`config.mk`:
```
export PLATFORM = sky130hd
export DESIGN_NAME = mac_hash_table
export DESIGN_NICKNAME = d
export VERILOG_FILES = /design/src/rtl/mac_hash_table.sv
export SDC_FILE = /design/constraint.sdc
export NUM_CORES = 2
export LEC_CHECK = 0
export ABC_AREA = 1
export BUFFER_PORTS_ARGS = -buffer_cell sky130_fd_sc_hd__buf_2
export CAP_MARGIN = 20
export CORE_UTILIZATION = 44
export CTS_BUF_LIST = sky130_fd_sc_hd__clkbuf_16
export DETAILED_ROUTE_END_ITERATION = 16
export PLACE_DENSITY = 0.56
export SLEW_MARGIN = 20
export SYNTH_ARGS = -nofsm -noshare
export SYNTH_HDL_FRONTEND = slang
export SYNTH_SLANG_ARGS = --single-unit
export TNS_END_PERCENT = 1
```
`constraint.sdc`:
```
create_clock -name clk -period 5.75 [get_ports clk]
set_input_delay 1.15 -clock clk [delete_from_list [all_inputs] [get_ports clk]]
set_output_delay 1.15 -clock clk [all_outputs]
set_load 0.05 [all_outputs]
```
`src/rtl/mac_hash_table.sv`:
```
`timescale 1ns/1ps
module mac_hash_table #(
  parameter int KEY_W  = 48,
  parameter int DATA_W = 8,
  parameter int IDX_W  = 4,
  parameter int WAYS   = 4
) (
  input  logic              clk,
  input  logic              rst_n,
  input  logic              lk_valid,
  output logic              lk_ready,
  input  logic [KEY_W-1:0]  lk_key,
  output logic              rsp_valid,
  output logic              rsp_hit,
  output logic [DATA_W-1:0] rsp_data,
  input  logic              ins_valid,
  output logic              ins_ready,
  input  logic [KEY_W-1:0]  ins_key,
  input  logic [DATA_W-1:0] ins_data,
  output logic              ins_done,
  output logic              ins_full
);
  localparam int BUCKETS = 1 << IDX_W;
  localparam int ENTRIES = BUCKETS * WAYS;
  localparam int WAY_W   = (WAYS > 1) ? $clog2(WAYS) : 1;
  localparam int SLOT_W  = (ENTRIES > 1) ? $clog2(ENTRIES) : 1;

  typedef enum logic [1:0] {S_IDLE, S_LOOK, S_INS} state_t;

  function automatic logic [IDX_W-1:0] bucket_of(input logic [KEY_W-1:0] k);
    logic [15:0] c;
    logic        fb;
    c = 16'hFFFF;
    for (int i = KEY_W - 1; i >= 0; i--) begin
      fb = c[15] ^ k[i];
      c  = {c[14:0], 1'b0};
      if (fb) c = c ^ 16'h1021;
    end
    return c[IDX_W-1:0];
  endfunction

  logic [KEY_W-1:0]  tbl_key  [ENTRIES];
  logic [DATA_W-1:0] tbl_data [ENTRIES];
  logic [ENTRIES-1:0] tbl_vld;

  state_t            state;
  logic [KEY_W-1:0]  op_key;
  logic [DATA_W-1:0] op_data;
  logic [IDX_W-1:0]  op_bkt;
  logic [WAY_W-1:0]  way;
  logic              free_ok;
  logic [WAY_W-1:0]  free_way;

  logic [KEY_W-1:0]  sel_key;
  logic [IDX_W-1:0]  new_bkt;
  logic [SLOT_W-1:0] base, slot, free_slot, wr_slot;
  logic              probe_hit, last, free_now, use_free, wr_en, wr_new;

  assign lk_ready  = (state == S_IDLE);
  assign ins_ready = (state == S_IDLE) && !lk_valid;

  assign sel_key   = lk_valid ? lk_key : ins_key;
  assign new_bkt   = bucket_of(sel_key);
  assign base      = SLOT_W'(op_bkt) * SLOT_W'(WAYS);
  assign slot      = base + SLOT_W'(way);
  assign free_slot = base + SLOT_W'(free_way);
  assign probe_hit = tbl_vld[slot] && (tbl_key[slot] == op_key);
  assign last      = (way == WAY_W'(WAYS - 1));
  assign free_now  = !tbl_vld[slot];
  assign use_free  = free_ok || free_now;

  always_comb begin
    wr_en   = 1'b0;
    wr_new  = 1'b0;
    wr_slot = slot;
    if (state == S_INS) begin
      if (probe_hit) begin
        wr_en = 1'b1;
      end else if (last && use_free) begin
        wr_en   = 1'b1;
        wr_new  = 1'b1;
        wr_slot = free_ok ? free_slot : slot;
      end
    end
  end

  always_ff @(posedge clk) begin
    if (wr_en) begin
      tbl_data[wr_slot] <= op_data;
      if (wr_new) tbl_key[wr_slot] <= op_key;
    end
  end

  always_ff @(posedge clk) begin
    if (!rst_n)                tbl_vld          <= '0;
    else if (wr_en && wr_new)  tbl_vld[wr_slot] <= 1'b1;
  end

  always_ff @(posedge clk) begin
    if (!rst_n) begin
      state     <= S_IDLE;
      op_key    <= '0;
      op_data   <= '0;
      op_bkt    <= '0;
      way       <= '0;
      free_ok   <= 1'b0;
      free_way  <= '0;
      rsp_valid <= 1'b0;
      rsp_hit   <= 1'b0;
      rsp_data  <= '0;
      ins_done  <= 1'b0;
      ins_full  <= 1'b0;
    end else begin
      rsp_valid <= 1'b0;
      ins_done  <= 1'b0;
      ins_full  <= 1'b0;
      case (state)
        S_IDLE: begin
          way     <= '0;
          free_ok <= 1'b0;
          op_bkt  <= new_bkt;
          if (lk_valid) begin
            op_key <= lk_key;
            state  <= S_LOOK;
          end else if (ins_valid) begin
            op_key  <= ins_key;
            op_data <= ins_data;
            state   <= S_INS;
          end
        end
        S_LOOK: begin
          if (probe_hit || last) begin
            rsp_valid <= 1'b1;
            rsp_hit   <= probe_hit;
            rsp_data  <= probe_hit ? tbl_data[slot] : '0;
            state     <= S_IDLE;
          end else begin
            way <= way + WAY_W'(1);
          end
        end
        S_INS: begin
          if (probe_hit || last) begin
            ins_done <= 1'b1;
            ins_full <= !probe_hit && !use_free;
            state    <= S_IDLE;
          end else begin
            if (free_now && !free_ok) begin
              free_ok  <= 1'b1;
              free_way <= way;
            end
            way <= way + WAY_W'(1);
          end
        end
        default: state <= S_IDLE;
      endcase
    end
  end
endmodule

```
==> summary.txt <==
Clock tree
  – Clock transition at the registers of the reported paths: 0.06 ns
  – CTS H-Tree Depth: 5
  – CTS max path bufs: 4
  – # clock sinks: 3727
  – CTS buffer count: 389
  – CTS Hold Bufs: 0
  – Clock latency on the worst-skew pair: approximately 0.98 ns
  – CTS root buf: clkbuf_16
  – CTS tree: built

Final layout
  – Area Overhead vs Synth: 15.9%
  – Layout cells sized above 1: 0.110
  – Fin nets: between 10000 and 15000
  – Most common cell after layout, fill and taps aside: edfxtp_1
  – Commonest non-fill, non-tap cells in the layout: edfxtp_1, nand2_1, nor2_1
  – Final core utilization: 0.514

Floorplanning
  – Initial Utilization: 0.443
  – Die area: about 350000 um2
  – Rows: 216
  – Die X: slightly below 600 um
  – Ports: around 120
  – Die Y-Extent: 593 um
  – Core ar.: approximately 350000 um2

Worst setup path
  – Startpoint class of the critical path: flop
  – Required @ worst endpoint: 6.37 ns
  – CP Capture Type: flop
  – WS Path Type: flop to flop
  – Crit path max fanout: 37
  – Arrival time at the worst endpoint: 6.33 ns

Power and ir drop
  – Pleak: 66.2 nW
  – Worst IR Drop VDD: 0.338 mV
  – Pwr/cell area: 394 nW/um2
  – Total Power: between 70 and 80 mW

Synthesis
  – Yosys cell types: 47
  – Synthesized area: 154000 um2
  – Number of synthesized flops with an enable pin: 3584
  – Warnings from Yosys: 0
  – Share of flip-flops with an asynchronous set or reset: 0
  – Mapped Nets: between 10000 and 15000
  – Primary FF master, synth: edfxtp_1
  – Syn Area/Cell: 11.2 um2
  – Flops & latches, synth: 3727
  – Mapped Cells: between 10000 and 15000
  – Register area share after synthesis: 0.719

STA
  – RSZ-0062 raised after global routing: no
  – Slew at the pin closest to its max-slew limit: 1.26 ns
  – Final Hold Viols: 0
  – Number of setup violations in the final report: 0
  – Final Slew Violations: 0
  – Final setup skew: approximately 0.07 ns
  – Max Clk Rate: 175 MHz
  – Fin crit period: 5.71 ns
  – Max_slew headroom: 0.148
  – Period utilization: 0.992

Drt
  – Antenna-violating nets left: 0
  – Iteration-0 DRC Markers: ~14000
  – DRC: 0
  – Metal2 WL: 239000 um
  – DR top layer: met5
  – Wire length on met1: 209000 um
  – Vias: between 100k and 150k
  – Avg Vias per Cell: 5.70
  – Wirelength, routed: 520000 um
  – Per-cell routed wire length: ~27 um
  – Met3 Wirelength: 46300 um
  – First-pass iteration count of the detailed router: 7

Global routing
  – Initial antenna violation count: 14
  – GR Util All Layers: 0.290
  – Vias in the first global route: ~100k
  – Gr ovfl total: 0
  – Global-route wire length before repair: ~740000 um
  – Largest net degree at the start of global routing: 177

Placement
  – Routability cong.: 0.899
  – HPWL Detailed: 312000 um
  – I/O Buffers: between 100 and 150

Run
  – Max Cap Violations: 0

Min path
  – Worst Hold Class: flop to flop

Outcome
  – Status: completed
worst max-delay path, stage by stage (launching register included):
cell and delay [ns]:
dfxtp_4 0.53, inv_16 0.19, buf_12 0.24, buf_4 0.16, buf_4 0.15, o21ai_0 0.26, nand3_1 0.19, nand3_1 0.12
nand2_1 0.19, inv_1 0.10, nand2_1 0.12, nor2_2 0.24, nor2_1 0.11, nor2_1 0.23, nand2_1 0.09, nor2_1 0.25
nand2_1 0.12, nor2_1 0.16, buf_4 0.13, nand3_1 0.11, buf_4 0.20, nand4_1 0.12, nand3_1 0.21, nor2_4 0.14
buf_4 0.20, nand3_1 0.25, inv_4 0.18, buf_12 0.24
path summary, 6_finish.rpt:
check,start,to,slack [ns],cells after the start
min,tbl_vld[44],tbl_vld[44],0.45,2
max,way[0],tbl_key[48][20],0.04,27
min reg2reg,tbl_vld[44],tbl_vld[44],0.45,2
max reg2reg,way[0],tbl_key[48][20],0.04,27
per-layer routing:
| layer | vias up | global-route usage |
|---|---|---|
| li1 | 48322 | - |
| met1 | 53769 | 0.397 |
| met2 | 5548 | 0.458 |
| met3 | 970 | 0.0457 |
| met4 | 8 | 0.128 |
| met5 | - | 0 |
cells in the mapped netlist, types with 40 or more instances:
library cell / number / area, um2
edfxtp_1: 3584 / 108000
inv_1: 627 / 2350
dfxtp_1: 143 / 2860
nor2_1: 1857 / 6970
nand2_1: 3321 / 12500
a21oi_1: 389 / 1950
o21ai_0: 905 / 4530
o21ai_1: 58 / 290
buf_1: 111 / 417
nor3_1: 83 / 415
buf_2: 374 / 1870
a221oi_1: 58 / 508
nand3_1: 1461 / 7310
o211ai_1: 99 / 743
clkbuf_1: 335 / 1260
nand4_1: 40 / 250
area by class of cell:
cell class                 count  area, um2
inverter                     658       2670
fill                       30008     169000
tap                         4578       5730
clock inverter               325       2380
antenna                        9       22.5
multi-input combinational   8476      37300
timing repair buffer         871       9610
sequential                  3727     111000
clock buffer                 396       9910
state kept, by name, indices dropped and copies added, names as in the netlist, 2 cells and up:
register	cells
state	2
rsp_data	8
tbl_key	3072
tbl_data	512
op_data	8
tbl_vld	64
op_bkt	4
free_way	2
op_key	48
way	2
report_power, final:
part	total [mW]	internal, mW	switching, mW	leakage, nW
Clock	24.5	13.7	10.8	6.42
Sequential	30.8	30.4	0.418	34.0
Combinational	15.0	3.90	11.1	25.8
kinds of logic after synthesis:
family,share of synthesized area
simple gates,0.180
xor+xnor,0.00165
compound gates,0.0583
flops,0.719
buf+inv,0.0394
mux,0.000977
fa+ha+maj,0.000326
what timing repair did:
action	in CTS	in global routing
resized for setup	4	9
gates cloned	0	1
endpoints found under the setup margin	26	2901
buffers inserted	0	2
per-stage QoR:
stage	TNS (ns)	std cells	setup WS (ns)	cell area, um2	hold WS [ns]
after global routing	0	19032	0.0291	178000	0.453
after global placement	-2.92	18307	-0.344	166000	0.434
after floorplan	0	13685	1.55	154000	0.426
after detailed placement	-0.977	18308	-0.0533	166000	0.437
final	0	19040	0.0437	178000	0.449
after CTS	0	19029	0.0172	178000	0.408
Note: power is estimated with default switching activity, not from simulation.
